### src/rtl/esq_pkg.sv
package esq_pkg;

    localparam int NSECT     = 11;
    localparam int SIDX_W    = 4;
    localparam int MAP_UNITS = 64;

    typedef enum logic [2:0] {
        S_IDLE,
        S_PICK,
        S_PREPROG,
        S_PULSE,
        S_VERIFY,
        S_SUSP,
        S_FINISH
    } seq_state_t;

    // Size of sector i in 8 KB units; the small boot sectors sit at the top.
    function automatic int sect_units(input int i);
        if (i < 7)       return 8;
        else if (i == 7) return 4;
        else if (i == 10) return 2;
        else             return 1;
    endfunction

    // First 8 KB unit of sector i (sectors are contiguous in index order).
    function automatic int sect_first(input int i);
        int acc;
        acc = 0;
        for (int k = 0; k < i; k++) acc += sect_units(k);
        return acc;
    endfunction

endpackage

### src/rtl/esq_sector_map.sv
module esq_sector_map
    import esq_pkg::*;
#(
    parameter int WPU = 4096,
    parameter int AW  = 18
) (
    input  logic [SIDX_W-1:0] idx,
    output logic [AW-1:0]     base,
    output logic [AW-1:0]     last_off
);

    logic [AW-1:0] base_tab [NSECT];
    logic [AW-1:0] last_tab [NSECT];

    for (genvar g = 0; g < NSECT; g++) begin : g_map
        assign base_tab[g] = AW'(sect_first(g) * WPU);
        assign last_tab[g] = AW'(sect_units(g) * WPU - 1);
    end

    always_comb begin
        base     = '0;
        last_off = '0;
        for (int k = 0; k < NSECT; k++) begin
            if (idx == SIDX_W'(k)) begin
                base     = base_tab[k];
                last_off = last_tab[k];
            end
        end
    end

endmodule

### src/rtl/esq_lowest_pick.sv
module esq_lowest_pick
    import esq_pkg::*;
(
    input  logic [NSECT-1:0]  mask,
    output logic              any,
    output logic [SIDX_W-1:0] idx
);

    always_comb begin
        any = |mask;
        idx = '0;
        for (int k = NSECT - 1; k >= 0; k--) begin
            if (mask[k]) idx = SIDX_W'(k);
        end
    end

endmodule

### src/rtl/esq_pulse_timer.sv
module esq_pulse_timer #(
    parameter int PULSE_CYC = 500000
) (
    input  logic clk,
    input  logic rst_n,
    input  logic run,
    output logic last
);

    localparam int TW = $clog2(PULSE_CYC + 1);

    logic [TW-1:0] cnt;

    assign last = run && (cnt == TW'(PULSE_CYC - 1));

    always_ff @(posedge clk or negedge rst_n) begin
        if (!rst_n)             cnt <= '0;
        else if (run && !last)  cnt <= cnt + 1'b1;
        else                    cnt <= '0;
    end

endmodule

### src/rtl/esq_erase_seq.sv
module esq_erase_seq
    import esq_pkg::*;
#(
    parameter int DW           = 16,
    parameter int WORDS_PER_8K = 4096,
    parameter int PULSE_CYC    = 500000,
    parameter int MAX_PULSES   = 1000,
    localparam int AW          = $clog2(MAP_UNITS * WORDS_PER_8K)
) (
    input  logic              clk,
    input  logic              rst_n,
    input  logic              start,
    input  logic              chip_all,
    input  logic [NSECT-1:0]  sect_sel,
    input  logic              suspend_req,
    input  logic              resume_req,
    output logic [AW-1:0]     mem_addr,
    output logic              mem_we,
    output logic [DW-1:0]     mem_wdata,
    output logic              mem_erase,
    output logic [SIDX_W-1:0] mem_esect,
    input  logic [DW-1:0]     mem_rdata,
    output logic              busy,
    output logic              suspended,
    output logic              done,
    output logic              err
);

    localparam int CW = $clog2(MAX_PULSES + 1);
    localparam int EW = $clog2(PULSE_CYC + 2);

    seq_state_t        st, st_n;
    logic [NSECT-1:0]  remain;
    logic [SIDX_W-1:0] cur;
    logic [AW-1:0]     off;
    logic [CW-1:0]     tries;
    logic              pend;
    logic              err_q;

    logic              pick_any;
    logic [SIDX_W-1:0] pick_idx;
    logic [AW-1:0]     sec_base;
    logic [AW-1:0]     sec_last;
    logic              pulse_last;

    logic pend_now, off_last, word_ok, tries_spent;

    esq_lowest_pick u_pick (
        .mask (remain),
        .any  (pick_any),
        .idx  (pick_idx)
    );

    esq_sector_map #(.WPU(WORDS_PER_8K), .AW(AW)) u_map (
        .idx      (cur),
        .base     (sec_base),
        .last_off (sec_last)
    );

    esq_pulse_timer #(.PULSE_CYC(PULSE_CYC)) u_timer (
        .clk   (clk),
        .rst_n (rst_n),
        .run   (st == S_PULSE),
        .last  (pulse_last)
    );

    assign pend_now    = pend | suspend_req;
    assign off_last    = (off == sec_last);
    assign word_ok     = (mem_rdata == {DW{1'b1}});
    assign tries_spent = (tries == CW'(MAX_PULSES));

    // Next-state decision
    always_comb begin
        st_n = st;
        unique case (st)
            S_IDLE:    if (start) st_n = S_PICK;
            S_PICK:    st_n = pick_any ? S_PREPROG : S_FINISH;
            S_PREPROG: if (off_last) st_n = pend_now ? S_SUSP : S_PULSE;
            S_PULSE:   if (pulse_last) st_n = S_VERIFY;
            S_VERIFY: begin
                if (!word_ok) begin
                    if (tries_spent)   st_n = S_IDLE;
                    else if (pend_now) st_n = S_SUSP;
                    else               st_n = S_PULSE;
                end else if (off_last) begin
                    st_n = S_PICK;
                end
            end
            S_SUSP:    if (resume_req) st_n = S_PULSE;
            S_FINISH:  st_n = S_IDLE;
            default:   st_n = S_IDLE;
        endcase
    end

    // State register and the datapath it steers
    always_ff @(posedge clk or negedge rst_n) begin
        if (!rst_n) begin
            st     <= S_IDLE;
            remain <= '0;
            cur    <= '0;
            off    <= '0;
            tries  <= '0;
            pend   <= 1'b0;
            err_q  <= 1'b0;
        end else begin
            st <= st_n;
            if (busy && suspend_req) pend <= 1'b1;
            unique case (st)
                S_IDLE: begin
                    if (start) begin
                        remain <= chip_all ? {NSECT{1'b1}} : sect_sel;
                        err_q  <= 1'b0;
                        pend   <= 1'b0;
                    end
                end
                S_PICK: begin
                    cur   <= pick_idx;
                    off   <= '0;
                    tries <= '0;
                end
                S_PREPROG: begin
                    if (off_last) begin
                        off <= '0;
                        if (pend_now) pend <= 1'b0;
                    end else begin
                        off <= off + 1'b1;
                    end
                end
                S_PULSE: begin
                    off <= '0;
                    if (pulse_last) tries <= tries + 1'b1;
                end
                S_VERIFY: begin
                    if (!word_ok) begin
                        off <= '0;
                        if (tries_spent) begin
                            err_q <= 1'b1;
                            pend  <= 1'b0;
                        end else if (pend_now) begin
                            pend <= 1'b0;
                        end
                    end else if (off_last) begin
                        remain <= remain & ~(NSECT'(1) << cur);
                        off    <= '0;
                    end else begin
                        off <= off + 1'b1;
                    end
                end
                S_SUSP:   pend <= 1'b0;
                S_FINISH: pend <= 1'b0;
                default:  pend <= 1'b0;
            endcase
        end
    end

    // Outputs decoded from the state
    always_comb begin
        busy      = 1'b0;
        suspended = 1'b0;
        done      = 1'b0;
        mem_we    = 1'b0;
        mem_erase = 1'b0;
        unique case (st)
            S_IDLE:    ;
            S_PICK:    busy = 1'b1;
            S_PREPROG: begin busy = 1'b1; mem_we = 1'b1; end
            S_PULSE:   begin busy = 1'b1; mem_erase = 1'b1; end
            S_VERIFY:  busy = 1'b1;
            S_SUSP:    suspended = 1'b1;
            S_FINISH:  done = 1'b1;
            default:   ;
        endcase
    end

    assign mem_addr  = sec_base + off;
    assign mem_wdata = '0;
    assign mem_esect = cur;
    assign err       = err_q;

    // ---------------- assertions ----------------
    logic [EW-1:0] er_run;
    always_ff @(posedge clk or negedge rst_n) begin
        if (!rst_n)         er_run <= '0;
        else if (mem_erase) er_run <= er_run + 1'b1;
        else                er_run <= '0;
    end


    pulse_len_chk: assert property (@(posedge clk) disable iff (!rst_n)
        $fell(mem_erase) |-> (er_run == EW'(PULSE_CYC)));


    erase_sel_chk: assert property (@(posedge clk) disable iff (!rst_n)
        mem_erase |-> |(remain & (NSECT'(1) << mem_esect)));


    tries_cap_chk: assert property (@(posedge clk) disable iff (!rst_n)
        tries <= CW'(MAX_PULSES));


    susp_boundary_chk: assert property (@(posedge clk) disable iff (!rst_n)
        $rose(suspended) |-> $past(!mem_erase));


    resume_pulse_chk: assert property (@(posedge clk) disable iff (!rst_n)
        (suspended && resume_req) |=> (busy && mem_erase));


    done_err_chk: assert property (@(posedge clk) disable iff (!rst_n)
        done |-> (!err && !busy));

endmodule

### config.mk
export PLATFORM = sky130hd
export DESIGN_NAME = esq_erase_seq
export DESIGN_NICKNAME = d
export VERILOG_FILES = /design/src/rtl/esq_pkg.sv /design/src/rtl/esq_sector_map.sv /design/src/rtl/esq_lowest_pick.sv /design/src/rtl/esq_pulse_timer.sv /design/src/rtl/esq_erase_seq.sv
export SDC_FILE = /design/constraint.sdc
export NUM_CORES = 1
export LEC_CHECK = 0
export BUFFER_PORTS_ARGS = -buffer_cell sky130_fd_sc_hd__buf_2
export CORE_MARGIN = 2
export CORE_UTILIZATION = 30
export CTS_BUF_LIST = sky130_fd_sc_hd__clkbuf_8
export DETAILED_ROUTE_END_ITERATION = 8
export GPL_ROUTABILITY_DRIVEN = 1
export GPL_TIMING_DRIVEN = 0
export PLACE_DENSITY_LB_ADDON = 0.3
export SKIP_LAST_GASP = 1
export SLEW_MARGIN = 20
export SYNTH_ARGS = -nofsm -noshare
export SYNTH_HDL_FRONTEND = slang
export SYNTH_HIERARCHICAL = 1
export SYNTH_SLANG_ARGS = --single-unit
### constraint.sdc
create_clock -name clk -period 2.72 [get_ports clk]
set_clock_uncertainty 0.1 [all_clocks]
set_input_delay 0.544 -clock clk [delete_from_list [all_inputs] [get_ports clk]]
set_output_delay 0.544 -clock clk [all_outputs]
set_load 0.01 [all_outputs]
==> out/results.txt <==
The tightest min-delay check is of the in -> reg type. The post-synthesis simple-gate area fraction came out at 0.272. The run finished, with violations left.

The share of flip-flops with an asynchronous set or reset after synthesis was 1.00; the horizontal die dimension was 137 um. 0 antenna diodes ended up in the layout. The worst hold path was traced through 3 stages. The multiplexer share of the synthesized area works out to 0.0167.

The met1 demand-to-capacity share in global routing was 0.194; the die area was 18800 sq um. In the synthesized netlist the dominant register cell turns out to be dfrtp_1. The worst slack at placement is -0.513 ns. The tools report the pin count of the biggest net entering global routing as 51. In the layout the commonest cells are 62 x dfrtp_1, 60 x buf_2, 60 x buf_4.

The run gives 0 as the hold violation count in the final report. Summed over all layers, the routed wires come to 12900 um. The tools report the critical path arrival as 2.49 ns. The clock transition at the registers of the reported paths is 0.08 ns. The count of warnings emitted by yosys was 6. STA classifies the critical path endpoint as an output port. Input and output buffers added on the ports amount to 60. For the highest ir drop seen on vdd, the log shows 0.237 mV.

The logs give 0 for the number of antenna violations at the first check in global routing and 4 for the number of detailed-route iterations in the first pass. From synthesis to final layout, the design area changed by 23.3%. The share of cells above drive strength 1 works out to 0.293.

The number of remaining DRC errors was 0. The worst reg2reg path startpoint is mem_esect[1]$_DFFE_PN0P_. The maximum clock path buffer count was 2. Counting flops and latches in the post-synthesis netlist gives 67. For the number of global-route vias before repair, the log shows 4351. The number of cell rows was 48.

The remaining max-slew budget at the tightest pin is 0.480. Cell chosen for the clock root: clkbuf_8. The final-report setup violation count was 16. The count of routing violations after the opening detailed-route iteration came out at 286. Initial cell density of the core: 0.307. Once detail routing completed, the nets flagged for antenna violations numbered 0. The total negative slack was -2.23 ns; the synthesized cell area was 5310 sq um.

Max-cap violations in this run came to 0. The endpoint identified for the worst register-to-register timing path is off[17]$_DFFE_PN0P_. Leaving out fill and tap cells, the most frequent cell in the layout is dfrtp_1. A synthesized cell averages 8.72 sq um. The critical path in this run is classified as reg -> out. The region available for standard cell placement spans 17300 sq um.

The worst path in the final design needs a cycle of 3.13 ns, including I/O delays and setup. The worst reg2reg path depth was 11; the global-route wire length before repair was 21500 um. The tools report the number of nets in the layout as 786. Combinational family with the most area after synthesis: simple AND/OR/NAND/NOR gates. For the maximum level of the CTS H-tree, the log shows 3. At the pin with the least slew margin, the transition time is 0.777 ns.

In this run the vertical extent of the chip is 137 um. For the instance count of the mapped netlist, the log shows 609. The startpoint class of the critical path was a flip-flop.

Setup repair after global routing could not meet its margin everywhere. In this run the register-to-register setup slack is -0.10 ns. The overall via count from detail_route was 4648; the TritonCTS sink count was 67.

Sequential cell area fraction in the yosys report: 0.316. Global routing met3 resource utilization: 0.0296. The number of max-slew violations in the final report was 0; the required time reported for the critical path endpoint was 2.08 ns.

The run gives 9570 um as the half-perimeter wire length of the detailed placement result. The number of flops mapped to enable cells by yosys is 0, and the average wire per standard cell is 13.5 um. Global routing's busiest layer: met2. The total global-route track usage is 0.144, and the final global-route overflow total is 0.

The xor-xnor portion of the synthesized cell area was 0.101; the maximum clock frequency was 319 MHz. For the unique cell type count in the Yosys netlist, the log shows 77. The I/O pin count is 77. The final reports fail on setup timing. Biggest fanout along the worst timing path: 4. Dividing the detail-routed via count by the number of cells gives 4.84.

The tools report the startpoint of the lowest-slack hold path as sect_sel[6]. Routability-driven placement finished with a final weighted congestion of 0.798. The adder and majority cell fraction of the synthesized area was 0.0533; the fraction of met2 tracks used by global routing was 0.233. For hold timing, the worst endpoint is remain[6]$_DFFE_PN0P_. For the CTS buffer count, the log shows 9.

The worst path setup slack after routing is -0.411 ns, and the clock insertion delay at the later pin of the skew report is 0.34 ns. The complex-gate fraction of the synthesized area was 0.156; the leakage power summed over all cells was 2.92 nW. The power density of the placed cells was 547 nW/um^2. The share of the cycle needed by the critical path after routing came out at 1.15. TritonCTS built the clock tree.
[routing by layer]
metal  routed length [um]  part of all wire
met5                    0                 0
met4                  221             0.017
met3                  454             0.035
met2                 6040              0.47
met1                 6220              0.48
[cell usage after synthesis, types with 11 or more instances]
library cell | number | area [sq um]
nor2_1 | 51 | 191
clkbuf_1 | 12 | 45.0
nor2_2 | 11 | 68.8
xnor2_1 | 30 | 263
o21ai_0 | 31 | 155
nand4_1 | 28 | 175
buf_4 | 45 | 338
nand2_1 | 49 | 184
ha_1 | 21 | 263
or3_1 | 11 | 68.8
inv_1 | 14 | 52.6
nor3_1 | 16 | 80.1
nand3_1 | 21 | 105
xor2_1 | 31 | 272
a21oi_1 | 34 | 170
dfrtp_1 | 67 | 1680
[sequential cells by signal, summed over array words and instances, names as in the netlist]
register / flops
err: 1
pend: 1
tries: 10
st: 3
u_timer/cnt: 19
mem_esect: 4
remain: 11
off: 18
[kinds of logic (layout without fill, tap and decap cells)]
kind of cell    Yosys count  after routing
mux                       8              8
other cells               2             31
flops                    67             67
xor+xnor                 61             61
simple gates            255            255
compound gates          121            121
buf+inv                  73            170
fa+ha+maj                22             22
[worst max-delay path, cell delays in order, from the launching register on]
cell	delay (ns)
dfrtp_2	0.43
a21o_4	0.25
a21oi_4	0.15
ha_4	0.22
and3_4	0.19
a22o_1	0.20
a211o_1	0.26
a21oi_2	0.17
xnor2_2	0.12
buf_2	0.14
[where the power goes]
group | leakage [nW] | total [mW] | switching, mW | internal (mW)
Clock | 0.105 | 0.805 | 0.371 | 0.434
Combinational | 1.93 | 1.51 | 0.888 | 0.617
Sequential | 0.883 | 1.27 | 0.141 | 1.13
Total | 2.92 | 3.58 | 1.40 | 2.18
[worst max-delay path by stage]
| stage | startpoint | endpoint | cells after the start |
|---|---|---|---|
| 3_5_place_dp | st[1]$_DFFE_PN0P_ | st[2]$_DFFE_PN0P_ | 11 |
| 6_report | mem_esect[1]$_DFFE_PN0P_ | mem_addr[17] | 9 |
| 2_1_floorplan | mem_esect[3]$_DFFE_PN0P_ | mem_addr[15] | 9 |
| 5_1_grt | mem_esect[1]$_DFFE_PN0P_ | mem_addr[17] | 9 |
| 4_1_cts | mem_esect[0]$_DFFE_PN0P_ | mem_addr[17] | 9 |
| 3_3_place_gp | st[1]$_DFFE_PN0P_ | st[2]$_DFFE_PN0P_ | 11 |
[per-stage QoR]
step                utilization  hold WS, ns  total power [mW]  cell area [sq um]  instances
global route              0.378        0.329              3.84               6550        960
finish                    0.378        0.327              3.58               6550        960
CTS                       0.377        0.302              3.59               6530        960
detailed placement        0.352        0.348              2.66               6090        924
floorplan                     -        0.148              2.25               5480        638
global placement          0.351        0.367              2.65               6060        923
[cell type report]
class	instances	area, sq um
Sequential cell	67	1680
Timing Repair Buffer	82	518
Clock buffer	10	138
Clock inverter	5	47.5
Buffer	59	415
Multi-Input combinational cell	498	3410
Tap cell	225	282
Inverter	14	57.6
Fill cell	1808	10800
[timing repair]
item | in CTS | in global routing
pin swaps | 21 | 5
endpoints found under the setup margin | 40 | 37
gates resized for setup | 24 | 9
hold buffers | 1 | 0
hold endpoints to repair | 17 | 0
buffers inserted | 20 | 0
No activity file was read; power rests on OpenSTA's default activity.
